File: src/rtl/pf_pkg.sv
// Package pf_pkg
// Shared types and constant helpers for the prime-factor pre-combiner.
// Assumes nothing about the factor values beyond being positive.
package pf_pkg;

    // Which combining rule applies to a grid point
    typedef enum logic {
        BR_DIFF = 1'b0,
        BR_SUM  = 1'b1
    } pf_branch_e;

    // Bit count needed to hold 0..n-1, at least one bit
    function automatic int pf_bits(input int n);
        int b;
        b = 1;
        while ((1 << b) < n) b = b + 1;
        return b;
    endfunction

endpackage

File: src/rtl/pf_coord_counter.sv
// Module pf_coord_counter
// Walks the N1 x N2 grid in column-major order: k1 fastest, then k2.
// Assumes clear and advance are never needed in the same cycle with
// conflicting intent; clear wins.
module pf_coord_counter #(
    parameter int N1  = 3,
    parameter int N2  = 4,
    parameter int K1W = 2,
    parameter int K2W = 2
) (
    input  logic           clk,
    input  logic           rst_n,
    input  logic           clear,
    input  logic           advance,
    output logic [K1W-1:0] k1,
    output logic [K2W-1:0] k2,
    output logic           last
);

    localparam logic [K1W-1:0] K1_MAX = K1W'(N1 - 1);
    localparam logic [K2W-1:0] K2_MAX = K2W'(N2 - 1);

    // Step the coordinate pair, wrapping k1 into k2
    always_ff @(posedge clk) begin
        if (!rst_n) begin
            k1 <= '0;
            k2 <= '0;
        end else if (clear) begin
            k1 <= '0;
            k2 <= '0;
        end else if (advance) begin
            if (k1 == K1_MAX) begin
                k1 <= '0;
                k2 <= (k2 == K2_MAX) ? '0 : k2 + K2W'(1);
            end else begin
                k1 <= k1 + K1W'(1);
            end
        end
    end

    // Final grid point flag
    always_comb last = (k1 == K1_MAX) && (k2 == K2_MAX);

endmodule

File: src/rtl/pf_index_map.sv
// Module pf_index_map
// Combinational address generator. For a grid point it picks the combining
// rule from the raw sum N2*k1 + N1*k2 and produces both buffer addresses via
// (N2*a + N1*b) mod N, flagging operands whose mirrored coordinate equals
// N1 or N2 as zero. Assumes k1 < N1 and k2 < N2.
module pf_index_map #(
    parameter int N1  = 3,
    parameter int N2  = 4,
    parameter int K1W = 2,
    parameter int K2W = 2,
    parameter int AW  = 4
) (
    input  logic [K1W-1:0]      k1,
    input  logic [K2W-1:0]      k2,
    output pf_pkg::pf_branch_e  branch,
    output logic [AW-1:0]       addr_a,
    output logic [AW-1:0]       addr_b,
    output logic                zero_a,
    output logic                zero_b
);

    localparam int N  = N1 * N2;
    localparam int SW = pf_pkg::pf_bits(2 * N + 1);
    localparam logic [SW-1:0] SN  = SW'(N);
    localparam logic [SW-1:0] SN1 = SW'(N1);
    localparam logic [SW-1:0] SN2 = SW'(N2);

    // Modular linear index of a coordinate pair (a <= N1, b <= N2)
    function automatic logic [AW-1:0] lin(input logic [SW-1:0] a,
                                          input logic [SW-1:0] b);
        logic [SW-1:0] t;
        t = SN2 * a + SN1 * b;
        if (t >= SN) t = t - SN;
        if (t >= SN) t = t - SN;
        return t[AW-1:0];
    endfunction

    logic [SW-1:0] ka, kb, ma, mb, raw;

    // Widen coordinates and form mirrors and the raw sum
    always_comb begin
        ka  = SW'(k1);
        kb  = SW'(k2);
        ma  = SN1 - ka;
        mb  = SN2 - kb;
        raw = SN2 * ka + SN1 * kb;
    end

    // Select rule, addresses and zero flags
    always_comb begin
        if (raw >= SN) begin
            branch = pf_pkg::BR_SUM;
            addr_a = lin(ma, kb);
            zero_a = (ma == SN1);
            addr_b = lin(ka, mb);
            zero_b = (mb == SN2);
        end else begin
            branch = pf_pkg::BR_DIFF;
            addr_a = lin(ka, kb);
            zero_a = 1'b0;
            addr_b = lin(ma, mb);
            zero_b = (ma == SN1) || (mb == SN2);
        end
    end

endmodule

File: src/rtl/pf_frame_buf.sv
// Module pf_frame_buf
// Register-based frame store with one write port and two combinational read
// ports. Entries reset to zero. Out-of-range addresses read zero and writes
// to them are dropped.
module pf_frame_buf #(
    parameter int DEPTH = 12,
    parameter int DW    = 8,
    parameter int AW    = 4
) (
    input  logic                 clk,
    input  logic                 rst_n,
    input  logic                 we,
    input  logic [AW-1:0]        waddr,
    input  logic signed [DW-1:0] wdata,
    input  logic [AW-1:0]        raddr_a,
    input  logic [AW-1:0]        raddr_b,
    output logic signed [DW-1:0] rdata_a,
    output logic signed [DW-1:0] rdata_b
);

    logic signed [DW-1:0] mem [DEPTH];

    // Store one sample per cycle, clear all on reset
    always_ff @(posedge clk) begin
        if (!rst_n) begin
            for (int i = 0; i < DEPTH; i++) mem[i] <= '0;
        end else if (we && (int'(waddr) < DEPTH)) begin
            mem[waddr] <= wdata;
        end
    end

    // Two independent read ports
    always_comb begin
        rdata_a = (int'(raddr_a) < DEPTH) ? mem[raddr_a] : '0;
        rdata_b = (int'(raddr_b) < DEPTH) ? mem[raddr_b] : '0;
    end

endmodule

File: src/rtl/pf_combiner.sv
// Module pf_combiner
// Registered add/subtract of two signed operands with one guard bit, so the
// result never wraps. Zero flags force an operand to zero. Holds its output
// when not enabled.
module pf_combiner #(
    parameter int DW = 8
) (
    input  logic                 clk,
    input  logic                 rst_n,
    input  logic                 en,
    input  pf_pkg::pf_branch_e   branch,
    input  logic signed [DW-1:0] a,
    input  logic signed [DW-1:0] b,
    input  logic                 zero_a,
    input  logic                 zero_b,
    output logic signed [DW:0]   y
);

    logic signed [DW:0] ax, bx;

    // Sign-extend and mask operands
    always_comb begin
        ax = zero_a ? '0 : {a[DW-1], a};
        bx = zero_b ? '0 : {b[DW-1], b};
    end

    // Register the combined value
    always_ff @(posedge clk) begin
        if (!rst_n) begin
            y <= '0;
        end else if (en) begin
            y <= (branch == pf_pkg::BR_SUM) ? ax + bx : ax - bx;
        end
    end

endmodule

File: src/rtl/pf_precombiner.sv
// Module pf_precombiner (top)
// Prime-factor index mapper and pre-combiner. Holds one frame of N = N1*N2
// signed samples; on an accepted frame start it emits N combined values in
// column-major order, one per cycle, with a one-cycle registered latency.
// Assumes N1 and N2 are coprime. Writes and frame starts are ignored while
// busy.
module pf_precombiner #(
    parameter int N1 = 3,
    parameter int N2 = 4,
    parameter int DW = 8,
    localparam int N   = N1 * N2,
    localparam int AW  = pf_pkg::pf_bits(N),
    localparam int K1W = pf_pkg::pf_bits(N1),
    localparam int K2W = pf_pkg::pf_bits(N2)
) (
    input  logic                 clk,
    input  logic                 rst_n,
    input  logic                 frame_start,
    input  logic                 wr_en,
    input  logic [AW-1:0]        wr_addr,
    input  logic signed [DW-1:0] wr_data,
    output logic                 busy,
    output logic                 out_valid,
    output logic [K1W-1:0]       out_k1,
    output logic [K2W-1:0]       out_k2,
    output logic signed [DW:0]   out_data
);

    logic                 accept;
    logic                 buf_we;
    logic [K1W-1:0]       k1;
    logic [K2W-1:0]       k2;
    logic                 last;
    pf_pkg::pf_branch_e   branch;
    logic [AW-1:0]        addr_a, addr_b;
    logic                 zero_a, zero_b;
    logic signed [DW-1:0] rd_a, rd_b;

    // Gate frame start and writes on the busy state
    always_comb begin
        accept = frame_start && !busy;
        buf_we = wr_en && !busy;
    end

    // Busy state: set on accepted start, clear after the last grid point
    always_ff @(posedge clk) begin
        if (!rst_n) begin
            busy <= 1'b0;
        end else if (accept) begin
            busy <= 1'b1;
        end else if (busy && last) begin
            busy <= 1'b0;
        end
    end

    // Output strobe and coordinate tags, aligned with the combiner register
    always_ff @(posedge clk) begin
        if (!rst_n) begin
            out_valid <= 1'b0;
            out_k1    <= '0;
            out_k2    <= '0;
        end else begin
            out_valid <= busy;
            if (busy) begin
                out_k1 <= k1;
                out_k2 <= k2;
            end
        end
    end

    pf_coord_counter #(
        .N1 (N1), .N2 (N2), .K1W (K1W), .K2W (K2W)
    ) u_cnt (
        .clk     (clk),
        .rst_n   (rst_n),
        .clear   (accept),
        .advance (busy),
        .k1      (k1),
        .k2      (k2),
        .last    (last)
    );

    pf_index_map #(
        .N1 (N1), .N2 (N2), .K1W (K1W), .K2W (K2W), .AW (AW)
    ) u_map (
        .k1     (k1),
        .k2     (k2),
        .branch (branch),
        .addr_a (addr_a),
        .addr_b (addr_b),
        .zero_a (zero_a),
        .zero_b (zero_b)
    );

    pf_frame_buf #(
        .DEPTH (N), .DW (DW), .AW (AW)
    ) u_buf (
        .clk     (clk),
        .rst_n   (rst_n),
        .we      (buf_we),
        .waddr   (wr_addr),
        .wdata   (wr_data),
        .raddr_a (addr_a),
        .raddr_b (addr_b),
        .rdata_a (rd_a),
        .rdata_b (rd_b)
    );

    pf_combiner #(
        .DW (DW)
    ) u_comb (
        .clk    (clk),
        .rst_n  (rst_n),
        .en     (busy),
        .branch (branch),
        .a      (rd_a),
        .b      (rd_b),
        .zero_a (zero_a),
        .zero_b (zero_b),
        .y      (out_data)
    );

endmodule

File: config.mk
export PLATFORM = sky130hd
export DESIGN_NAME = pf_precombiner
export DESIGN_NICKNAME = d
export VERILOG_FILES = /design/src/rtl/pf_pkg.sv /design/src/rtl/pf_coord_counter.sv /design/src/rtl/pf_index_map.sv /design/src/rtl/pf_frame_buf.sv /design/src/rtl/pf_combiner.sv /design/src/rtl/pf_precombiner.sv
export SDC_FILE = /design/constraint.sdc
export NUM_CORES = 1
export LEC_CHECK = 0
export BUFFER_PORTS_ARGS = -buffer_cell sky130_fd_sc_hd__clkbuf_2
export CAP_MARGIN = 20
export CORE_MARGIN = 8
export CORE_UTILIZATION = 66
export DETAILED_ROUTE_END_ITERATION = 6
export PLACE_DENSITY = 0.84
export SYNTH_ARGS = -nofsm -noshare
export SYNTH_HDL_FRONTEND = slang
export SYNTH_SLANG_ARGS = --single-unit
File: constraint.sdc
create_clock -name clk -period 16.1 [get_ports clk]
set_input_delay 3.22 -clock clk [delete_from_list [all_inputs] [get_ports clk]]
set_output_delay 3.22 -clock clk [all_outputs]
set_load 0.02 [all_outputs]
After elaboration in Yosys (flattened, before gate mapping)
Memories as Yosys holds them, arrays and structs flattened.
Cells that the tools add are included.
{ "word_totals": {"ff_bits": 19, "in_bits": 16, "out_inout_bits": 15, "elab_cells": 91, "mem_bits_rw": 96, "memories": 1} }
{ "classes": {"multipliers": 3, "addsub": 19, "reduce_logical": 11, "muxes": 33, "n_eq_ne": 4, "bitwise": 1, "order_cmp": 12} }
{ "memory_table": {"columns": ["name", "words", "word_bits", "rd", "rd_ports_with_merged_regs", "wr", "line_no", "text"], "rows": [
  ["u_buf.mem", 12, 8, 2, 0, 12, "pf_frame_buf.sv:21", "logic signed [DW-1:0] mem [DEPTH];"]
]} }
{ "op_table": {"columns": ["operator", "n"], "rows": [
  [">= comparator 5 x 4 -> 1 bit, second input constant", 9],
  ["2-to-1 mux 5 bit", 8],
  ["2-to-1 mux 4 bit", 7],
  ["2-to-1 mux 9 bit", 3],
  ["2-to-1 mux 8 bit", 3],
  ["subtractor 5 x 4 -> 5 bit, second input constant", 4],
  ["subtractor 4 bit, second input constant", 4],
  ["< comparator 4 bit, second input constant", 3],
  ["adder 4 x 5 -> 5 bit", 2],
  ["adder 5 bit", 2],
  ["2-to-1 mux 1 bit", 10],
  ["adder 9 bit", 1],
  ["subtractor 9 bit", 1],
  ["multiplier 2 x 2 -> 4 bit, first input constant", 2],
  ["OR reduction 8 bit", 1],
  ["adder 4 x 4 -> 5 bit", 1],
  ["== test 5 x 2 -> 1 bit, second input constant", 1],
  ["== test 5 x 3 -> 1 bit, second input constant", 1],
  ["logical AND 1 bit", 5],
  ["multiplier 2 x 5 -> 5 bit, first input constant", 1],
  ["adder 2 x 1 -> 2 bit, second input constant", 2],
  ["== test 2 bit, second input constant", 2],
  ["2-to-1 mux 2 bit", 2],
  ["subtractor 3 x 2 -> 4 bit, first input constant", 1],
  ["other kinds (7)", 7]
]} }

Longest topological paths before layout
{ "logic_depth": {"ltp_word": 14, "ltp_mapped": 42, "depth_no_buf": 36} }

By module
From an unflattened synthesis, not the netlist that was laid out.
{ "hier_totals": {"cells_unflattened": 691, "area_unflattened_um2": 7856.3} }
{ "modules_own_cells": {"columns": ["module", "area_per_inst_um2", "instances", "cells_each", "seq_area_each_um2"], "rows": [
  ["pf_frame_buf", 5367.6, 1, 385, 2882.8],
  ["pf_combiner", 1039.7, 1, 136, 180.2],
  ["pf_index_map", 1003.5, 1, 130, 0.0],
  ["pf_precombiner", 235.2, 1, 20, 120.1],
  ["pf_coord_counter", 210.2, 1, 20, 80.1]
]} }

Least setup slack after synthesis
Ideal clock, no wire load.
{ "synth_path": {"kind": "register -> register", "from": "reg u_cnt.k2[0]", "to": "reg u_comb.y[8]", "t_required_ps": 15984, "stages_incl_launch_ff": 41, "slack_ps": 7711, "arrival_ps": 8273, "period_less_slack_ps": 8389, "n_path_buf": 5, "cell_sequence": "dfxtp_1 > buf_2 > buf_1 > buf_2 > buf_2 > buf_2 > inv_1 > ha_1 > ha_1 > inv_1 > fa_1 > inv_1 > ha_1 > nor2b_1 > o21bai_2 > nand3_1 > nand2_1 > o21ai_0 > (+5 left out) > a32oi_1 > nand2_2 > mux2_2 > a32oi_1 > ha_1 > nor2_1 > xnor2_1 > ha_1 > nor2b_1 > o21ai_0 > a21oi_1 > o21a_1 > o21ai_0 > nand2b_1 > xor2_1 > o211ai_1 > or3_1 > and3_1"} }
{ "synth_between": {"elab_chain_cells": 14} }
{ "synth_lines": {"columns": ["item", "line_no", "text"], "rows": [
  ["start: declaration", "pf_coord_counter.sv:16", "output logic [K2W-1:0] k2,"],
  ["start signal: assignment", "pf_coord_counter.sv:34", "k2 <= (k2 == K2_MAX) ? '0 : k2 + K2W'(1);"],
  ["subtractor 3 x 2 -> 4 bit", "pf_index_map.sv:45", "mb = SN2 - kb;"],
  ["multiplier 2 x 5 -> 5 bit", "pf_index_map.sv:32", "t = SN2 * a + SN1 * b;"],
  ["adder 5 bit / adder 4 x 5 -> 5 bit (equally long branches)", "pf_index_map.sv:32", null],
  ["subtractor 5 x 4 -> 5 bit / >= comparator 5 x 4 -> 1 bit (equally long branches)", "pf_index_map.sv:33", "if (t >= SN) t = t - SN;"],
  ["2-to-1 mux 5 bit", "pf_index_map.sv:33", null],
  ["2-to-1 mux 5 bit", "pf_index_map.sv:51", "if (raw >= SN) begin"],
  ["subtractor 4 bit / >= comparator 5 x 4 -> 1 bit (equally long branches)", "pf_index_map.sv:34", "if (t >= SN) t = t - SN;"],
  ["2-to-1 mux 4 bit", "pf_index_map.sv:34", null],
  ["2-to-1 mux 4 bit", "pf_index_map.sv:51", null],
  ["memory (12 x 8 bit) / < comparator 4 bit (equally long branches)", null, null],
  ["2-to-1 mux 8 bit", "pf_frame_buf.sv:35", "rdata_b = (int'(raddr_b) < DEPTH) ? mem[raddr_b] : '0;"],
  ["2-to-1 mux 9 bit", "pf_combiner.sv:24", "bx = zero_b ? '0 : {b[DW-1], b};"],
  ["subtractor 9 bit / adder 9 bit (equally long branches)", "pf_combiner.sv:32", "y <= (branch == pf_pkg::BR_SUM) ? ax + bx : ax - bx;"],
  ["2-to-1 mux 9 bit *", "pf_combiner.sv:32", null],
  ["end signal: assignment", "pf_combiner.sv:32", null],
  ["end: declaration", "pf_combiner.sv:16", "output logic signed [DW:0] y"]
]} }
Every way passes the cells marked *; elsewhere a longest branch is shown, timed or not. The select of a mux whose other input is x is not followed.
A chain may end at the register's enable or synchronous reset.

Worst setup path in the final report
Ends and elaborated chain as after synthesis.

==> results.yml <==
status:
  outcome: "finished, final reports clean"
place:
  post_dp_cell_area_um2: 7853
  gp_congestion: 0.9378
  io_buffers: 30
  dpl.cell_count: 781
  hpwl_um: 13110
clock_network:
  htree_levels: 4
  clkSinkCount: 115
  cts_tree: "yes"
  numCtsBuffers: 17
  cts_setup_buffers: 0
  max-clock-path-buffers: 2
  root_buffer: "clkbuf_16"
  ctsResizeCount: 0
  hold_buffers: 0
  clk_latency_ps: 420
  cts.clk_slew.worst_paths_ps: 60
route:
  drc: 0
  vias: 5526
  vias_per_cell: 6.780
  ant_nets: 0
  wire_per_inst_um: 23.33
  first_pass_iters: 5
  first_iter_violations: 642
  routed_wirelength_um: 19020
logic_synthesis:
  yosysWarnings: 0
  synth_area_um2: 7607
  avgSynthCellArea_um2: 12.04
  synthCells: 632
  yosys-top-cells-count: "99 x and2_1, 96 x edfxtp_1, 47 x mux4_2, 31 x nor2_1, 29 x ha_1"
  yosys-top-cells-area: "edfxtp_1 38%, mux4_2 14%, and2_1 8.1%"
  yosysUniqueCellTypes: 71
  ys.flop_type: "edfxtp_1"
  synth_area_leader_cell: "edfxtp_1"
  synth_edf_count: 96
  yosysSeqAreaShare: 0.4289
  netlist.area_leader.share: 0.3789
  synth-async-reset-ratio: 0
  ys_ff_latch: 115
  yosysMostFrequentCell: "and2_1"
  syn_nets: 683
power:
  cellPowerDensity_nw_per_um2: 94.35
  ir_drop_mv: 0.1168
  p_leak_nw: 3.284
worst_setup_path:
  cp_slowest_stage_delay_ps: 700
  worstPathArrival_ps: 8530
  slowest_stage: "buf_4"
  worst_path_most_repeated_cell: "ha_1"
  path_delay_family: "adder cells"
  cp.required_ps: 16410
  start_kind: "flip-flop"
  crit_buf_inv: 3
  crit_path_end_kind: "flip-flop"
  crit_type: "reg2reg"
  crit_fanout: 60
min_path:
  hold_path.class: "reg2reg"
sta:
  min_period_ps: 8220
  skew_ps: 8.477
  worst_pin_slew_ps: 1047
  fin_crit_sh: 0.5106
  timing.slew.headroom: 0.2968
  setup_tns_ps: 0
  setup_viol: 0
  hold_viol_final: 0
  rsz0062_at_grt: "false"
  drv_slew: 0
  fmax_mhz: 121.6
floorplanning:
  die_x_um: 123.4
  die_area_um2: 15220
  core_area_um2: 11320
  die_y_um: 123.4
  rows: 39
  ios: 31
  initial_core_util: 0.6720
layout:
  n_fill_cell: 726
  drive_above_1_share: 0.2381
  multiInputGateArea_um2: 4079
  utilization: 0.7450
  instances_no_fill: 815
  antenna_cells: 0
  syn_to_final_growth_pct: 10.87
  fin_nets: 711
  final_area_um2: 8434
  ff_latch_area_um2: 3264
job:
  maxCapViolCount: 0
grt:
  grt_remaining_overflow: 0
  first_global_vias: 5490
  antenna_found_initial: 0
  track_usage: 0.2642
  grt_max_degree: 61
  grt_pass1_wl_um: 29770
==> layout make-up <==
cell class / instances / area share
inverter: 28 / 0.01246
multi-input combinational: 455 / 0.4836
tap: 143 / 0.02121
clock inverter: 13 / 0.01632
timing repair buffer: 43 / 0.02848
clock buffer: 18 / 0.05088
sequential: 115 / 0.3870
==> path summary, 6_finish.rpt <==
check	startpoint	to	slack (ps)	cells after the start
max	u_cnt.k2[0]$_SDFFE_PP0P_	u_comb.y[8]$_SDFFE_PN0P_	7880	35
min	u_comb.y[1]$_SDFFE_PN0P_	u_comb.y[1]$_SDFFE_PN0P_	510	1
max reg2reg	u_cnt.k2[0]$_SDFFE_PP0P_	u_comb.y[8]$_SDFFE_PN0P_	7880	35
min reg2reg	u_comb.y[1]$_SDFFE_PN0P_	u_comb.y[1]$_SDFFE_PN0P_	510	1
==> per-stage QoR <==
step / hold slack [ps] / power (mW) / setup WS (ps)
finish: 505.1 / 0.7957 / 7880
global route: 550.8 / 0.8170 / 7252
CTS: 509.0 / 0.7954 / 8002
detailed placement: 502.1 / 0.4342 / 8078
global placement: 463.1 / 0.4268 / 8525
floorplan: 497.3 / 0.4087 / 7711
==> cells in the final DEF (no fill, tap or decap), drive strengths merged, types with 3 or more instances in the layout <==
| master | synthesis | final |
|---|---|---|
| a31oi | 9 | 9 |
| edfxtp | 96 | 96 |
| o211ai | 6 | 6 |
| clkinvlp | 0 | 5 |
| o21bai | 4 | 4 |
| inv | 28 | 29 |
| xor2 | 4 | 4 |
| nand2 | 20 | 20 |
| mux4 | 47 | 47 |
| mux2 | 16 | 16 |
| nor2 | 32 | 32 |
| nand4 | 3 | 3 |
| xnor2 | 13 | 13 |
| nor2b | 16 | 16 |
| and2 | 99 | 99 |
| o21a | 4 | 4 |
| nand3 | 8 | 8 |
| ha | 29 | 29 |
| o21ai | 26 | 26 |
| nor3 | 14 | 14 |
| or3 | 3 | 3 |
| clkinv | 0 | 5 |
| and3 | 3 | 3 |
| mux2i | 16 | 16 |
| a22oi | 7 | 7 |
| nor3b | 5 | 5 |
| fa | 6 | 6 |
| a21o | 5 | 5 |
| a21oi | 18 | 18 |
| dfxtp | 19 | 19 |
| buf | 15 | 12 |
| clkbuf | 19 | 49 |
| a32oi | 8 | 8 |
| nand2b | 7 | 7 |
==> layer usage <==
metal,GRT usage,routed length [µm],up-vias
li1,-,-,2430
met1,0.3182,7264,2719
met2,0.4444,9574,327
met3,0.06301,1519,50
met4,0.1181,659,0
met5,0,0,-
==> cells by family after synthesis <==
family,after synthesis,share of synthesized area
simple gates,223,0.1712
xor+xnor,17,0.02056
fa+ha+maj,35,0.06349
mux,79,0.1844
buf+inv,62,0.03520
compound gates,101,0.09622
flops,115,0.4289
==> worst reg2reg max path, delay by kind of cell (launching register included) <==
family          cells  cell delay (ps)
fa+ha+maj           7             2240
compound gates     12             2140
mux                 1              380
flops               1              320
buf+inv             3              850
simple gates       10             1780
xor+xnor            2              370
==> sequential cells by signal, indices dropped and copies added (netlist names) <==
register / count
u_buf.mem: 96
out_k1: 2
out_valid: 1
out_k2: 2
u_comb.y: 9
busy: 1
u_cnt.k2: 2
u_cnt.k1: 2
==> where the power goes <==
group / switching [mW] / internal, mW
clock: 0.138 / 0.226
combinational: 0.0545 / 0.0363
sequential: 0.00769 / 0.333
No activity file was read; power rests on OpenSTA's default activity.
